$ cat src/rtl/swipe_irq_pkg.sv
package swipe_irq_pkg;

    // Offsets of the non-track events above the card time-out bit.
    localparam int OFS_AUX  = 1;
    localparam int OFS_UFLO = 2;
    localparam int OFS_OFLO = 3;
    localparam int OFS_LVL  = 4;
    localparam int EXTRA_BITS = 5;  // card bit plus four misc events

    typedef struct packed {
        logic started;
        logic expired;
    } trk_state_t;

    // A track no longer blocks the card time-out.
    function automatic logic trk_settled(logic en, trk_state_t st, logic to_now);
        return !en || st.expired || to_now || !st.started;
    endfunction

endpackage

$ cat src/rtl/swipe_track_state.sv
module swipe_track_state
    import swipe_irq_pkg::*;
(
    input  logic       clk,
    input  logic       rst,
    input  logic       enabled,
    input  logic       restart,
    input  logic       timeout,
    output trk_state_t state
);

    always_ff @(posedge clk) begin
        if (rst || !enabled) begin
            state <= '0;
        end else if (restart) begin
            state.started <= 1'b1;
            state.expired <= 1'b0;
        end else if (timeout) begin
            state.expired <= 1'b1;
        end
    end

    // restart on an enabled track marks it started and not expired
    a_r9_restart_rearms: assert property (@(posedge clk) disable iff (rst)
        (enabled && restart) |=> (state.started && !state.expired));

    // disabling a track drops both flags
    a_r9_disable_clears: assert property (@(posedge clk) disable iff (rst)
        !enabled |=> (state == '0));

endmodule

$ cat src/rtl/swipe_last_track.sv
module swipe_last_track
    import swipe_irq_pkg::*;
#(
    parameter int TRACKS = 3
) (
    input  logic                     clk,
    input  logic                     rst,
    input  logic [TRACKS-1:0]        timeout,
    input  logic [TRACKS-1:0]        enabled,
    input  trk_state_t [TRACKS-1:0]  states,
    output logic                     card_evt
);

    logic [TRACKS-1:0] settled;
    logic [TRACKS-1:0] fire;

    generate
        for (genvar g = 0; g < TRACKS; g++) begin : g_settled
            assign settled[g] = trk_settled(enabled[g], states[g], timeout[g]);
        end
    endgenerate

    always_comb begin
        for (int t = 0; t < TRACKS; t++) begin
            fire[t] = timeout[t];
            for (int o = 0; o < TRACKS; o++) begin
                if (o != t && !settled[o]) fire[t] = 1'b0;
            end
        end
    end

    assign card_evt = |fire;

    // a card time-out is only raised in a cycle with a track time-out
    a_r6_card_needs_timeout: assert property (@(posedge clk) disable iff (rst)
        card_evt |-> (|timeout));

endmodule

$ cat src/rtl/swipe_status_reg.sv
module swipe_status_reg #(
    parameter int W = 8
) (
    input  logic         clk,
    input  logic         rst,
    input  logic [W-1:0] set_vec,
    input  logic         clr_en,
    input  logic [W-1:0] clr_mask,
    output logic [W-1:0] status
);

    logic [W-1:0] clr_eff;
    assign clr_eff = clr_en ? clr_mask : '0;

    always_ff @(posedge clk) begin
        if (rst) status <= '0;
        else     status <= (status & ~clr_eff) | set_vec;
    end

    // uncleared bits hold
    a_r4_sticky: assert property (@(posedge clk) disable iff (rst)
        ((status & ~clr_eff) != '0) |=>
        ((status & $past(status & ~clr_eff)) == $past(status & ~clr_eff)));

    // a set event always lands, even against a clear
    a_r5_set_wins: assert property (@(posedge clk) disable iff (rst)
        (set_vec != '0) |=> ((status & $past(set_vec)) == $past(set_vec)));

    // no bit rises without an event
    a_r2_no_spurious: assert property (@(posedge clk) disable iff (rst)
        ((status & ~$past(status) & ~$past(set_vec)) == '0));

endmodule

$ cat src/rtl/swipe_irq_ctrl.sv
module swipe_irq_ctrl
    import swipe_irq_pkg::*;
#(
    parameter  int TRACKS = 3,
    localparam int STAT_W = TRACKS + EXTRA_BITS
) (
    input  logic              clk,
    input  logic              rst,
    input  logic [TRACKS-1:0] trk_timeout,
    input  logic [TRACKS-1:0] trk_enabled,
    input  logic [TRACKS-1:0] trk_restart,
    input  logic              aux_done,
    input  logic              fifo_underflow,
    input  logic              fifo_overflow,
    input  logic              level_event,
    input  logic [STAT_W-1:0] irq_enable,
    input  logic              clr_write,
    input  logic [STAT_W-1:0] clr_mask,
    output logic [STAT_W-1:0] status,
    output logic              card_timeout,
    output logic              irq
);

    localparam int CARD_BIT = TRACKS;

    trk_state_t [TRACKS-1:0] trk_st;
    logic                    card_evt;
    logic [STAT_W-1:0]       set_vec;

    generate
        for (genvar g = 0; g < TRACKS; g++) begin : g_trk
            swipe_track_state u_trk (
                .clk     (clk),
                .rst     (rst),
                .enabled (trk_enabled[g]),
                .restart (trk_restart[g]),
                .timeout (trk_timeout[g]),
                .state   (trk_st[g])
            );
        end
    endgenerate

    swipe_last_track #(.TRACKS(TRACKS)) u_last (
        .clk      (clk),
        .rst      (rst),
        .timeout  (trk_timeout),
        .enabled  (trk_enabled),
        .states   (trk_st),
        .card_evt (card_evt)
    );

    always_comb begin
        set_vec = '0;
        set_vec[TRACKS-1:0]         = trk_timeout;
        set_vec[CARD_BIT]           = card_evt;
        set_vec[CARD_BIT+OFS_AUX]   = aux_done;
        set_vec[CARD_BIT+OFS_UFLO]  = fifo_underflow;
        set_vec[CARD_BIT+OFS_OFLO]  = fifo_overflow;
        set_vec[CARD_BIT+OFS_LVL]   = level_event;
    end

    swipe_status_reg #(.W(STAT_W)) u_stat (
        .clk      (clk),
        .rst      (rst),
        .set_vec  (set_vec),
        .clr_en   (clr_write),
        .clr_mask (clr_mask),
        .status   (status)
    );

    assign card_timeout = status[CARD_BIT];

    always_ff @(posedge clk) begin
        if (rst) irq <= 1'b0;
        else     irq <= |(status & irq_enable);
    end

    // enabled pending status raises the line one cycle later
    a_r10_irq_rises: assert property (@(posedge clk) disable iff (rst)
        ((status & irq_enable) != '0) |=> irq);

    // no enabled pending status means the line is low one cycle later
    a_r10_irq_quiet: assert property (@(posedge clk) disable iff (rst)
        ((status & irq_enable) == '0) |=> !irq);

endmodule

$ cat config.mk
export PLATFORM = sky130hd
export DESIGN_NAME = swipe_irq_ctrl
export DESIGN_NICKNAME = d
export VERILOG_FILES = /design/src/rtl/swipe_irq_pkg.sv /design/src/rtl/swipe_track_state.sv /design/src/rtl/swipe_last_track.sv /design/src/rtl/swipe_status_reg.sv /design/src/rtl/swipe_irq_ctrl.sv
export SDC_FILE = /design/constraint.sdc
export NUM_CORES = 1
export LEC_CHECK = 0
export BUFFER_PORTS_ARGS = -buffer_cell sky130_fd_sc_hd__buf_2
export CAP_MARGIN = 0
export CORE_MARGIN = 3
export CORE_UTILIZATION = 40
export CTS_BUF_LIST = sky130_fd_sc_hd__clkbuf_8
export CTS_CLUSTER_DIAMETER = 200
export DETAILED_ROUTE_END_ITERATION = 16
export PLACE_DENSITY = 0.79
export SYNTH_ARGS = -nofsm -noshare
export SYNTH_HDL_FRONTEND = slang
export SYNTH_SLANG_ARGS = --single-unit
$ cat constraint.sdc
create_clock -name clk -period 1.7 [get_ports clk]
set_input_delay 0.34 -clock clk [delete_from_list [all_inputs] [get_ports clk]]
set_output_delay 0.34 -clock clk [all_outputs]
set_load 0.05 [all_outputs]
==> results.sh <==
export IMPL_pwr_share_seq=0.465
export IMPL_io_buffers=41
export IMPL_cp_start_kind="flop"
export IMPL_ant_nets=0
export IMPL_first_pass_iters=4
export IMPL_drive_gt1_frac=0.4128
export IMPL_die_area_sq_um=1912
export IMPL_tightest_slew_ns=0.2548
export IMPL_synth_area_sq_um=569.3
export IMPL_clockBufferDepth=2
export IMPL_die_w_microns=43.73
export IMPL_cell_internal_pwr_mw=0.5922
export IMPL_start_util=0.4681
export IMPL_cts_htree_levels=1
export IMPL_ys_seq_area_frac=0.5275
export IMPL_max_stage_delay_ns=0.39
export IMPL_powerDensity_nw_per_um2=1017
export IMPL_clock_skew_final_ns=0.004914
export IMPL_ys_types=16
export IMPL_switching_share=0.2898
export IMPL_place_inst=119
export IMPL_power_switching_mw=0.2416
export IMPL_pre_cts_slack_ns=0.5522
export IMPL_finalMaxSlewViolations=0
export IMPL_end_kind="output port"
export IMPL_reg2reg_slack_ns=0.71
export IMPL_cpMaxStageDelayCell="dfxtp_1"
export IMPL_finalPower_mw=0.8338
export IMPL_fp_row_count=12
export IMPL_worst_slack_ns=0.4348
export IMPL_whs_ns=0.2676
export IMPL_wl_per_cell_microns=11.84
export IMPL_worstPathMaxFanout=5
export IMPL_postCtsSetupBuffers=0
export IMPL_ir_drop_mv=0.7349
export IMPL_synth_fp_nets=99
export IMPL_setup_tns_final_ns=0
export IMPL_cap_violations=0
export IMPL_cts_tree="done"
export IMPL_leakage_nw=0.4160
export IMPL_dr_total_vias=606
export IMPL_route_detailed_drc=0
export IMPL_numCtsBuffers=3
export IMPL_syn_inst=67
export IMPL_report_final_hold_viol_count=0
export IMPL_yosys_warnings=0
export IMPL_path_clk_slew_ns=0.06
export IMPL_p_clk_frac=0.333
export IMPL_root_buffer="clkbuf_8"
export IMPL_crit_family="flip-flops"
export IMPL_post_cts_resized=0
export IMPL_rsz0062_at_grt="no"
export IMPL_clock_latency_ns=0.25
export IMPL_crit_chain="buf_2"
export IMPL_combPwrFrac=0.202
export IMPL_criticalPathCategory="flop to output port"
export IMPL_grt_pass1_wl_microns=2477
export IMPL_die_h_microns=43.73
export IMPL_grt_pass1_vias=624
export IMPL_hold_path_class="input pin to flop"
export IMPL_cts_sinks=15
export IMPL_antenna_found_initial=0
export IMPL_area_growth_pct=43.96
export IMPL_globalplace_congestion=0.7236
export IMPL_max_slew_margin_rel=0.8313
export IMPL_required_ns=1.36
export IMPL_avgSynthCellArea_sq_um=8.497
export IMPL_track_usage=0.1774
export IMPL_period_share=0.7442
export IMPL_arrival_ns=0.93
export IMPL_synth_seq_cells=15
export IMPL_design_area_sq_um=819.5
export IMPL_num_antenna_cells=0
export IMPL_drt_iter0_drc=7
export IMPL_viasPerCell=4.927
export IMPL_utilization=0.6739
export IMPL_period_needed_ns=1.265
export IMPL_grt_max_degree=13
export IMPL_wl_microns=1456
export IMPL_final_nets=142
export IMPL_grt_overflow=0
export IMPL_max_freq_mhz=790.4
export IMPL_cts_hold_buf=0
export IMPL_place_area_sq_um=774.5
export IMPL_core_sq_um=1216
export IMPL_setup_viol=0
export IMPL_status="complete, no violations"
export IMPL_io_pins=42
export IMPL_cp_num_buf_inv=1
export IMPL_fin_cells=123
==> area by class of cell <==
class / count / area, sq um
clock inverter: 1 / 3.754
timing repair buffer: 41 / 205.2
fill: 103 / 396.6
tap: 14 / 17.52
clock buffer: 3 / 41.29
multi-input combinational: 49 / 251.5
sequential: 15 / 300.3
==> power by group through the flow <==
stage / Clock (mW) / Combinational (mW) / Sequential, mW
floorplan: 0 / 0.0534 / 0.449
global placement: 0 / 0.167 / 0.394
detailed placement: 0 / 0.168 / 0.395
CTS: 0.285 / 0.169 / 0.387
global route: 0.307 / 0.183 / 0.390
finish: 0.278 / 0.168 / 0.387
==> cells by family (layout without fill, tap and decap cells) <==
kind of cell / count (synthesis) / in the layout / synth area share
and+or+nand+nor: 33 / 33 / 0.2506
DFF: 15 / 15 / 0.5275
AOI/OAI and AO/OA: 16 / 16 / 0.1912
buffers and inverters: 3 / 45 / 0.03077
==> registers in the layout, summed over array words and instances, names as in the netlist <==
| signal | count |
|---|---|
| u_stat.status | 8 |
| g_trk.u_trk.state | 6 |
| irq | 1 |
==> per-layer routing <==
layer / global-route usage / part of all wire / vias to the layer above
met5: 0 / 0 / -
met4: 0.05422 / 0.0062 / 0
met3: 0.09544 / 0.096 / 2
met2: 0.2762 / 0.48 / 24
met1: 0.2085 / 0.42 / 265
li1: - / - / 315
==> path summary, 6_finish.rpt <==
kind,from,to,depth (start not counted)
setup / recovery,u_stat.status[3],status[3],1
hold / removal,trk_restart[0],g_trk[0].u_trk.state[0],2
setup reg to reg,g_trk[2].u_trk.state[1],u_stat.status[3],3
hold reg to reg,g_trk[1].u_trk.state[1],g_trk[1].u_trk.state[1],2
==> cell usage in the layout (no fill, tap or decap) <==
cell and count:
buf_2 41, nor2_1 16, dfxtp_1 15, nand2_1 9
a21oi_1 8, a22oi_1 4, nor3_1 3, clkbuf_8 3
nand2b_1 2, a41oi_1 1, or2b_1 1, and2_1 1
a32o_1 1, nand3b_1 1, o21ai_0 1, a221oi_2 1
inv_1 1
==> cell usage after synthesis <==
cell,count,area (sq um)
nor2_1,16,60.06
buf_4,1,7.510
a22oi_1,4,30.03
dfxtp_1,15,300.3
a221oi_2,1,15.01
a41oi_1,1,8.760
nand2b_1,2,12.51
a32o_1,1,10.01
buf_2,2,10.01
nand3b_1,1,7.510
nand2_1,9,33.78
and2_1,1,6.260
a21oi_1,8,40.04
o21ai_0,1,5.000
nor3_1,3,15.01
or2b_1,1,7.510
Note: power is estimated with default switching activity, not from simulation.
